## src/rtl/sdds_pkg.sv

```systemverilog
package sdds_pkg;

  typedef struct packed {
    logic cosine;
    logic ramp_on_fud;
    logic clr_phase;
    logic clr_freq;
    logic autoclr_phase;
    logic autoclr_freq;
    logic sweep_en;
  } sdds_ctrl_t;

  localparam int CTRL_W = $bits(sdds_ctrl_t);

  localparam logic [1:0] REG_FTW  = 2'd0;
  localparam logic [1:0] REG_DFTW = 2'd1;
  localparam logic [1:0] REG_RATE = 2'd2;
  localparam logic [1:0] REG_CTRL = 2'd3;

endpackage

```

## src/rtl/sdds_regbank.sv

```systemverilog
module sdds_regbank
  import sdds_pkg::*;
#(
  parameter int ACC_W  = 32,
  parameter int RATE_W = 16
) (
  input  logic              clk,
  input  logic              rst_n,
  input  logic              wr_en,
  input  logic [1:0]        wr_addr,
  input  logic [ACC_W-1:0]  wr_data,
  input  logic              fud,
  output sdds_ctrl_t        ctrl_o,
  output logic [ACC_W-1:0]  ftw_o,
  output logic [ACC_W-1:0]  dftw_o,
  output logic [RATE_W-1:0] rate_o,
  output logic [RATE_W-1:0] rate_load_o
);

  logic [ACC_W-1:0]  sh_ftw_q, sh_ftw_d;
  logic [ACC_W-1:0]  sh_dftw_q, sh_dftw_d;
  logic [RATE_W-1:0] sh_rate_q, sh_rate_d;
  logic [ACC_W-1:0]  ftw_q, ftw_d;
  logic [ACC_W-1:0]  dftw_q, dftw_d;
  logic [RATE_W-1:0] rate_q, rate_d;
  sdds_ctrl_t        ctrl_q, ctrl_d;

  logic wr_ftw, wr_dftw, wr_rate, wr_ctrl;

  always_comb begin
    wr_ftw  = wr_en && (wr_addr == REG_FTW);
    wr_dftw = wr_en && (wr_addr == REG_DFTW);
    wr_rate = wr_en && (wr_addr == REG_RATE);
    wr_ctrl = wr_en && (wr_addr == REG_CTRL);

    sh_ftw_d  = wr_ftw  ? wr_data : sh_ftw_q;
    sh_dftw_d = wr_dftw ? wr_data : sh_dftw_q;
    sh_rate_d = wr_rate ? wr_data[RATE_W-1:0] : sh_rate_q;
    ctrl_d    = wr_ctrl ? sdds_ctrl_t'(wr_data[CTRL_W-1:0]) : ctrl_q;

    ftw_d  = fud ? sh_ftw_q  : ftw_q;
    dftw_d = fud ? sh_dftw_q : dftw_q;

    rate_d = rate_q;
    if (fud) rate_d = sh_rate_q;
    if (wr_rate && !ctrl_q.ramp_on_fud) rate_d = wr_data[RATE_W-1:0];
  end

  always_ff @(posedge clk or negedge rst_n) begin
    if (!rst_n) begin
      sh_ftw_q  <= '0;
      sh_dftw_q <= '0;
      sh_rate_q <= '0;
      ftw_q     <= '0;
      dftw_q    <= '0;
      rate_q    <= '0;
      ctrl_q    <= '0;
    end else begin
      sh_ftw_q  <= sh_ftw_d;
      sh_dftw_q <= sh_dftw_d;
      sh_rate_q <= sh_rate_d;
      ftw_q     <= ftw_d;
      dftw_q    <= dftw_d;
      rate_q    <= rate_d;
      ctrl_q    <= ctrl_d;
    end
  end

  assign ctrl_o      = ctrl_q;
  assign ftw_o       = ftw_q;
  assign dftw_o      = dftw_q;
  assign rate_o      = rate_q;
  assign rate_load_o = rate_d;


  words_hold_chk: assert property (@(posedge clk) disable iff (!rst_n)
    !fud |=> ($stable(ftw_q) && $stable(dftw_q)));

endmodule

```

## src/rtl/sdds_ramp_timer.sv

```systemverilog
module sdds_ramp_timer #(
  parameter int RATE_W = 16
) (
  input  logic              clk,
  input  logic              rst_n,
  input  logic              fud,
  input  logic [RATE_W-1:0] rate,
  input  logic [RATE_W-1:0] rate_load,
  output logic              tick
);

  logic [RATE_W-1:0] cnt_q, cnt_d;
  logic              expired;

  always_comb begin
    expired = (cnt_q == '0);
    tick    = expired && !fud;
    if (fud)          cnt_d = rate_load;
    else if (expired) cnt_d = rate;
    else              cnt_d = cnt_q - 1'b1;
  end

  always_ff @(posedge clk or negedge rst_n) begin
    if (!rst_n) cnt_q <= '0;
    else        cnt_q <= cnt_d;
  end


  ramp_no_early_tick_chk: assert property (@(posedge clk) disable iff (!rst_n)
    (fud && rate_load != '0) |=> !tick);

endmodule

```

## src/rtl/sdds_freq_acc.sv

```systemverilog
module sdds_freq_acc #(
  parameter int ACC_W = 32
) (
  input  logic             clk,
  input  logic             rst_n,
  input  logic             fud,
  input  logic             tick,
  input  logic             sweep_en,
  input  logic             autoclr,
  input  logic             clr_hold,
  input  logic [ACC_W-1:0] dftw,
  output logic [ACC_W-1:0] facc
);

  logic [ACC_W-1:0] facc_q, facc_d;

  always_comb begin
    if (clr_hold)                facc_d = '0;
    else if (fud && autoclr)     facc_d = '0;
    else if (tick && sweep_en)   facc_d = facc_q + dftw;
    else                         facc_d = facc_q;
  end

  always_ff @(posedge clk or negedge rst_n) begin
    if (!rst_n) facc_q <= '0;
    else        facc_q <= facc_d;
  end

  assign facc = facc_q;


  freq_clear_hold_chk: assert property (@(posedge clk) disable iff (!rst_n)
    clr_hold |=> (facc_q == '0));


  freq_frozen_chk: assert property (@(posedge clk) disable iff (!rst_n)
    (!sweep_en && !clr_hold && !fud) |=> $stable(facc_q));

endmodule

```

## src/rtl/sdds_phase_acc.sv

```systemverilog
module sdds_phase_acc #(
  parameter int ACC_W = 32,
  parameter int OUT_W = 14
) (
  input  logic             clk,
  input  logic             rst_n,
  input  logic             fud,
  input  logic             sweep_en,
  input  logic             autoclr,
  input  logic             clr_hold,
  input  logic             cosine,
  input  logic [ACC_W-1:0] ftw,
  input  logic [ACC_W-1:0] facc,
  output logic [OUT_W-1:0] phase_out
);

  localparam logic [OUT_W-1:0] QUARTER = OUT_W'(1) << (OUT_W - 2);

  logic [ACC_W-1:0] pacc_q, pacc_d;
  logic [ACC_W-1:0] step;

  always_comb begin
    step = ftw + (sweep_en ? facc : '0);
    if (clr_hold)            pacc_d = '0;
    else if (fud && autoclr) pacc_d = '0;
    else                     pacc_d = pacc_q + step;
  end

  always_ff @(posedge clk or negedge rst_n) begin
    if (!rst_n) pacc_q <= '0;
    else        pacc_q <= pacc_d;
  end

  assign phase_out = pacc_q[ACC_W-1 -: OUT_W] + (cosine ? QUARTER : '0);


  phase_clear_hold_chk: assert property (@(posedge clk) disable iff (!rst_n)
    clr_hold |=> (pacc_q == '0));


  phase_autoclr_chk: assert property (@(posedge clk) disable iff (!rst_n)
    (fud && autoclr) |=> (pacc_q == '0));

endmodule

```

## src/rtl/sweep_dds_core.sv

```systemverilog
module sweep_dds_core
  import sdds_pkg::*;
#(
  parameter int ACC_W  = 32,
  parameter int OUT_W  = 14,
  parameter int RATE_W = 16
) (
  input  logic             clk,
  input  logic             rst_n,
  input  logic             wr_en,
  input  logic [1:0]       wr_addr,
  input  logic [ACC_W-1:0] wr_data,
  input  logic             fud,
  output logic [OUT_W-1:0] phase_out
);

  logic [1:0]        rst_sync_q;
  logic              rst_int_n;
  sdds_ctrl_t        ctrl;
  logic [ACC_W-1:0]  ftw, dftw, facc;
  logic [RATE_W-1:0] rate, rate_load;
  logic              tick;

  always_ff @(posedge clk or negedge rst_n) begin
    if (!rst_n) rst_sync_q <= '0;
    else        rst_sync_q <= {rst_sync_q[0], 1'b1};
  end
  assign rst_int_n = rst_sync_q[1];

  sdds_regbank #(.ACC_W(ACC_W), .RATE_W(RATE_W)) u_regs (
    .clk(clk), .rst_n(rst_int_n), .wr_en(wr_en), .wr_addr(wr_addr),
    .wr_data(wr_data), .fud(fud), .ctrl_o(ctrl), .ftw_o(ftw),
    .dftw_o(dftw), .rate_o(rate), .rate_load_o(rate_load)
  );

  sdds_ramp_timer #(.RATE_W(RATE_W)) u_timer (
    .clk(clk), .rst_n(rst_int_n), .fud(fud), .rate(rate),
    .rate_load(rate_load), .tick(tick)
  );

  sdds_freq_acc #(.ACC_W(ACC_W)) u_facc (
    .clk(clk), .rst_n(rst_int_n), .fud(fud), .tick(tick),
    .sweep_en(ctrl.sweep_en), .autoclr(ctrl.autoclr_freq),
    .clr_hold(ctrl.clr_freq), .dftw(dftw), .facc(facc)
  );

  sdds_phase_acc #(.ACC_W(ACC_W), .OUT_W(OUT_W)) u_pacc (
    .clk(clk), .rst_n(rst_int_n), .fud(fud), .sweep_en(ctrl.sweep_en),
    .autoclr(ctrl.autoclr_phase), .clr_hold(ctrl.clr_phase),
    .cosine(ctrl.cosine), .ftw(ftw), .facc(facc), .phase_out(phase_out)
  );

endmodule

```

## config.mk

```make
export PLATFORM = sky130hd
export DESIGN_NAME = sweep_dds_core
export DESIGN_NICKNAME = d
export VERILOG_FILES = /design/src/rtl/sdds_pkg.sv /design/src/rtl/sdds_regbank.sv /design/src/rtl/sdds_ramp_timer.sv /design/src/rtl/sdds_freq_acc.sv /design/src/rtl/sdds_phase_acc.sv /design/src/rtl/sweep_dds_core.sv
export SDC_FILE = /design/constraint.sdc
export NUM_CORES = 1
export LEC_CHECK = 0
export BUFFER_PORTS_ARGS = -buffer_cell sky130_fd_sc_hd__buf_2
export CAP_MARGIN = 0
export CORE_MARGIN = 1
export CORE_UTILIZATION = 40
export DETAILED_ROUTE_END_ITERATION = 6
export HOLD_SLACK_MARGIN = 0.1
export PLACE_DENSITY_LB_ADDON = 0.3
export SLEW_MARGIN = 0
export SYNTH_ARGS = -nofsm -noshare
export SYNTH_HDL_FRONTEND = slang
export SYNTH_HIERARCHICAL = 1
export SYNTH_SLANG_ARGS = --single-unit
```

## constraint.sdc

```tcl
create_clock -name clk -period 8.5 [get_ports clk]
set_clock_uncertainty 0.2 [all_clocks]
set_input_delay 0 -clock clk [delete_from_list [all_inputs] [get_ports clk]]
set_output_delay 0 -clock clk [all_outputs]
set_load 0.03 [all_outputs]
```

==> flow_summary.yaml, run 1 <==
outcome:
  status: "complete, no violations"
hold_path:
  hp-start: "wr_data[2]"
  hold_class: "in2reg"
  min_to: "u_regs/sh_ftw_q[2]"
  whs_path_depth: 3
power_and_ir_drop:
  pwr-share-seq_pct: 37.4
  p_sw_mw: 1.577
  clockPowerShare_pct: 29.0
  switching_share_pct: 35.56
  leakage_nw: 7.211
  pwr-share-comb_pct: 33.7
  p_total_mw: 4.434
  p_per_area_mw_per_mm2: 269.4
  p_int_mw: 2.857
  ir_drop_mv: 0.1699
grt:
  grt_max_degree: 136
  grt_pass1_wl_um: 53990
  antenna_found_initial: 0
  grt_pass1_vias: 10230
  grt_overflow: 0
  track_usage_pct: 18.50
timing:
  holdWs_ns: 0.1104
  min_period_over_period_pct: 46.43
  rsz0062_at_grt: "false"
  fmax_mhz: 253.4
  setup_ws_ns: 4.553
  setup_viol: 0
  slew_viol_final: 0
  hold_viol: 0
  fin_tns_setup_ns: 0
  fin_crit_ns: 3.947
  worstMarginPinSlew_ns: 0.9703
  slew_headroom_pct: 35.32
drt:
  route.detailed.drc: 0
  avgViaCountPerCell: 5.374
  detail_route.wl_per_cell_um: 17.74
  totalWireLength_um: 32490
  postRouteAntennaNets: 0
  vias: 9845
  drt_pre_antenna_iters: 6
  drtIter0Drc: 545
cells_and_area:
  nets: 1490
  finalInstanceArea_mm2: 0.01646
  nFillCells: 3222
  area_growth_pct: 16.15
  drive_above_1_share_pct: 23.89
  diodes: 0
  final_cells: 1832
  final_util_pct: 47.42
placement:
  io_buffers: 51
  place_inst: 1704
  dpl_cell_area_mm2: 0.01472
  place_ws_ns: 4.564
  hpwl_um: 22340
  place_congestion: 0.8471
cts:
  clock_latency_ns: 0.57
  htree_levels: 1
  clock_path_buffers: 3
  numCtsBuffers: 30
  post-cts-setup-buffers: 0
  root_buffer: "clkbuf_16"
  clock-sinks: 249
  cts_tree: "yes"
  clkTransAtPathRegs_ns: 0.06
flow_run:
  max_cap_violations: 0
critical_path:
  cp_max_fo: 35
  rr_startpoint: "u_regs/ctrl_o[0]"
  rrSetupSlack_ns: 4.55
  cp.required_ns: 8.74
  start_kind: "flop"
  end_kind: "flop"
  path_class: "reg2reg"
  r2r_end: "u_pacc/pacc_q[21]"
  reg2regPathDepth: 11
  cp.arrival_ns: 4.19
yosys:
  synth_edf_count: 0
  synth_commonest_cells: "249 x dfrtp_1, 165 x mux2_2, 93 x nand2_1"
  synth_cell_types: 88
  ys_seq_elements: 249
  yosys.area.top_type_share_pct: 43.97
  syn_inst: 1252
  yosysSeqAreaShare_pct: 43.97
  yosys-top-cells-area: "dfrtp_1 44%, mux2_2 13%, ha_1 5.7%"
  yosysMostFrequentCell: "dfrtp_1"
  synth_warnings: 6
  syn-num-nets: 1387
  syn_avg_cell_area_um2: 11.32
  synth.largest_area_cell: "dfrtp_1"
  syn-cell-area_mm2: 0.01417
  ys.flop_type: "dfrtp_1"
  synthArstFlopShare_pct: 100.0
floorplan:
  start_util_pct: 40.82
  rows: 68
  die-area_mm2: 0.03618
  num_io_pins: 52
  core_mm2: 0.03471
  die_h_um: 190.2
  die_width_um: 190.2
worst max-delay path by stage:
stage	from	endpoint	slack [ns]	cells after the start
5_1_grt	u_regs/ctrl_o[0]	u_pacc/pacc_q[21]	4.16	11
4_1_cts	u_regs/ctrl_o[0]	u_pacc/pacc_q[21]	4.47	11
6_report	u_regs/ctrl_o[0]	u_pacc/pacc_q[21]	4.55	11
3_5_place_dp	u_regs/ctrl_o[0]	u_pacc/pacc_q[21]	4.56	11
3_3_place_gp	u_regs/ctrl_o[0]	u_pacc/pacc_q[21]	4.62	11
2_1_floorplan	rst_sync_q[1]	u_facc/facc[0]	0.85	0
cell usage in the layout, fill, tap and decap left out, types with 10 or more instances in the layout:
master | Yosys | layout
ha_1 | 64 | 64
fa_1 | 33 | 33
xor2_1 | 25 | 25
nand3_1 | 32 | 32
mux2_4 | 11 | 11
nand2_1 | 93 | 93
and2_1 | 37 | 37
buf_4 | 25 | 11
o21ai_1 | 22 | 22
o21ai_0 | 42 | 42
a211oi_1 | 11 | 11
nand4_1 | 13 | 13
a21oi_1 | 80 | 80
a21o_1 | 16 | 16
inv_1 | 14 | 14
dfrtp_1 | 249 | 248
xnor2_1 | 28 | 28
buf_2 | 12 | 50
clkbuf_16 | 0 | 30
mux2i_1 | 12 | 12
o21a_1 | 15 | 15
nor2_1 | 67 | 67
mux2_2 | 165 | 165
o211ai_1 | 10 | 10
nor3_1 | 20 | 20
mux2_1 | 10 | 10
dlygate4sd3_1 | 0 | 74
cell families after synthesis:
group,Yosys count,share of synthesized area [%]
other,1,0.02646
buffers and inverters,79,3.046
muxes,198,15.92
adders and majority gates,97,10.31
AOI/OAI and AO/OA,256,11.73
and+or+nand+nor,319,11.72
DFF,249,43.97
xor gates and xnor gates,53,3.276
power groups by stage:
| stage | sequential (mW) | combinational (mW) | clock [mW] |
|---|---|---|---|
| finish | 1.66 | 1.49 | 1.29 |
| global route | 1.70 | 1.66 | 1.36 |
| CTS | 1.66 | 1.49 | 1.32 |
| detailed placement | 1.68 | 1.45 | 0 |
| global placement | 1.68 | 1.42 | 0 |
| floorplan | 1.61 | 1.19 | 0 |
layout make-up:
type	instances	area (µm²)	area share [%]
timing repair buffer	136	1094	6.644
tap	455	569.3	3.459
clock inverter	18	177.7	1.079
inverter	14	52.55	0.3193
sequential	249	6235	37.88
multi-input combinational	924	7508	45.62
clock buffer	36	823.3	5.002
sequential cells by signal (all words and copies together), names as in the netlist:
signal and flops:
u_regs/ctrl_o 7, u_regs/sh_rate_q 16, u_regs/dftw_o 32, rst_sync_q 2
u_regs/rate_o 16, u_pacc/pacc_q 32, u_regs/sh_ftw_q 32, u_regs/sh_dftw_q 32
u_timer/cnt_q 16, u_regs/ftw_o 32, u_facc/facc 32
what timing repair did:
item                      4_1_cts  5_1_grt
hold buffers                   74        0
hold endpoints to repair      146        0
gates resized for setup         0        0
per-layer routing:
| layer | up-vias | global-route usage [%] | share of wire, % |
|---|---|---|---|
| li1 | 4703 | - | - |
| met1 | 4909 | 26.16 | 48 |
| met2 | 187 | 29.81 | 46 |
| met3 | 46 | 2.797 | 4.3 |
| met4 | 0 | 4.369 | 1.8 |
| met5 | - | 0 | 0 |
worst max-delay path: stages, from the launching register on:
cell	delay, ns
dfrtp_1	0.92
and2_1	0.25
fa_1	0.42
ha_1	0.25
fa_1	0.43
a211oi_1	0.32
o21ai_0	0.21
nand3_1	0.13
a21oi_1	0.13
o31ai_1	0.32
xor2_1	0.18
nor2_1	0.05
Power figures use the tool's default switching activity.
==> run 2, diff against run 1 <==
- clock period: 8.5 -> 3.2 ns (I/O delays scaled with it)
==> run 2 against run 1 <==
  * Fmax increased by 25%
  * Register-to-register slack got worse by 4.5 ns
  * Largest cell class unchanged
  * Core utilization increased by 3.0 points
  * Clock-buffer cell count decreased by 1
  * Via count increased by 2.8%
  * Worst setup slack got worse by 4.5 ns
  * Sequential cell count unchanged
  * Highest routed layer unchanged
  * Sequential share of layout area decreased by 2.2 points
  * Largest power group is now combinational logic
==> flow_summary.yaml, run 2 (synthesis gave the netlist of run 1 again) <==
placement:
  hpwl_um: 24160
  place_congestion: 0.8784
  io_buffers: 51
  place_inst: 1784
cts:
  clock_latency_ns: 0.56
  clkTransAtPathRegs_ns: 0.06
  root_buffer: "clkbuf_16"
  clock-sinks: 249
  clock_path_buffers: 3
  htree_levels: 1
  numCtsBuffers: 28
  cts_tree: "yes"
grt:
  grt_pass1_vias: 10460
  grtUsageMet3_pct: 2.245
  grt_overflow: 0
  grt_max_degree: 65
  antenna_found_initial: 0
  use_met1_pct: 26.95
  grt_pass1_wl_um: 55470
  use_met2_pct: 31.72
  track_usage_pct: 19.13
  top_usage_layer: "met2"
floorplan:
  die_h_um: 190.2
  num_io_pins: 52
  start_util_pct: 40.82
  die-area_mm2: 0.03618
  core_mm2: 0.03471
  rows: 68
  die_width_um: 190.2
cells_and_area:
  multi_input_area_mm2: 0.007891
  nFillCells: 3110
  layout_commonest_cell: "dfrtp_1"
  layout_common_cells: "247 x dfrtp_1, 165 x mux2_2, 90 x nand2_1"
  nets: 1567
  final_cells: 1909
  area_growth_pct: 23.48
  diodes: 0
  drive_above_1_share_pct: 32.26
  seq_area_mm2: 0.006236
drt:
  route.detailed.drc: 0
  detail_route.wl_per_cell_um: 17.85
  avgViaCountPerCell: 5.301
  totalWireLength_um: 34080
  postRouteAntennaNets: 0
  drtIter0Drc: 477
  vias: 10120
  drt_pre_antenna_iters: 5
critical_path:
  cp_slowest_stage_delay_ns: 0.52
  crit_chain: "buf_6 -> buf_6 -> and2_4 -> fa_1 -> ha_4 -> a21oi_4 -> buf_4 -> o21a_1 -> o21ai_0 -> a21oi_1 -> o2111ai_1 -> o31ai_1 -> a211o_1"
  cp_max_fo: 10
  critPathMostFrequentCell: "buf_6"
  end_kind: "flop"
  slowest_stage: "fa_1"
  start_kind: "flop"
  cp.arrival_ns: 3.39
  path_class: "reg2reg"
  cp.required_ns: 3.43
timing:
  setup_viol: 0
  fin_crit_ns: 3.158
  hold_viol: 0
  min_period_over_period_pct: 98.68
  slew_viol_final: 0
  fmax_mhz: 316.7
  rsz0062_at_grt: "true"
  slew_headroom_pct: 35.58
  holdWs_ns: 0.1215
  worstMarginPinSlew_ns: 0.9663
outcome:
  status: "complete, no violations"
power_and_ir_drop:
  ir_drop_mv: 0.4446
  leakage_nw: 7.645
  p_per_area_mw_per_mm2: 735.6
flow_run:
  max_cap_violations: 0
hold_path:
  hold_class: "in2reg"
[run 2: cell count changes in the layout (fill, tap and decap cells not counted), sizes merged]
cell         previous run  this run
buf                    62       148
clkbuf                 36        35
dlygate4sd3            74        67
inv                    16        15
clkinv                 11         8
bufinv                  2         5
[run 2: final timing paths]
kind | slack [ns] | depth (start not counted) | to | start
worst max-delay path | 0.04 | 13 | u_pacc/pacc_q[31] | u_regs/ctrl_o[0]
worst min register to register | 0.15 | 0 | rst_sync_q[1] | rst_sync_q[0]
max in group asynchronous | 1.79 | 1 | u_pacc/pacc_q[29] | rst_sync_q[1]
worst max register to register | 0.04 | 13 | u_pacc/pacc_q[31] | u_regs/ctrl_o[0]
worst min-delay path | 0.12 | 3 | u_regs/sh_rate_q[14] | wr_data[14]
min in group asynchronous | 0.17 | 0 | u_regs/dftw_o[13] | rst_sync_q[1]
[run 2: final cells by class]
cell class | instances | share of cell area [%]
clock buffers | 35 | 4.326
clock inverters | 17 | 1.351
inverters | 14 | 0.3003
multi-input cells | 924 | 45.10
flip-flops and latches | 249 | 35.64
well taps | 455 | 3.253
repair buffers | 215 | 10.03
[run 2: power breakdown]
group          switching [mW]  internal (mW)
logic                    2.58           2.47
clock network            1.35           2.09
registers               0.564           3.82
total                    4.49           8.38
[run 2: critical path, delay by kind of cell, from the launching register on]
kind	cells	cell delay, ns
AND/OR/NAND/NOR	1	0.14
buffers and inverters	3	0.41
adder cells (fa/ha/maj)	2	0.85
AO/OA/AOI/OAI	7	1.00
flip-flops	1	0.44
[run 2: metrics by stage]
stage	total power, mW	TNS [ns]	instance area (µm²)	setup slack [ns]	utilization [%]
detailed placement	8.838	-0.2114	15400	-0.06898	44.36
floorplan	7.430	0	14180	0.01425	-
finish	12.87	0	17500	0.04209	50.41
global route	13.69	-0.5150	17500	-0.1283	50.41
global placement	8.762	-0.01617	15400	-0.01617	44.36
CTS	12.48	0	17110	0.002270	49.29
[run 2: what timing repair did]
| action | in CTS | in global routing |
|---|---|---|
| pin swaps | 5 | 21 |
| endpoints found under the hold margin | 173 | 0 |
| resized for setup | 8 | 72 |
| setup endpoints to repair | 12 | 24 |
| buffers inserted | 2 | 4 |
| hold buffers | 67 | 0 |
[run 2: per-layer routing]
layer	wire length, µm	part of all wire [%]	vias up
met5	0	0	-
li1	-	-	4860
met3	1266	3.7	51
met1	16030	47	5035
met4	520	1.5	0
met2	16260	48	173
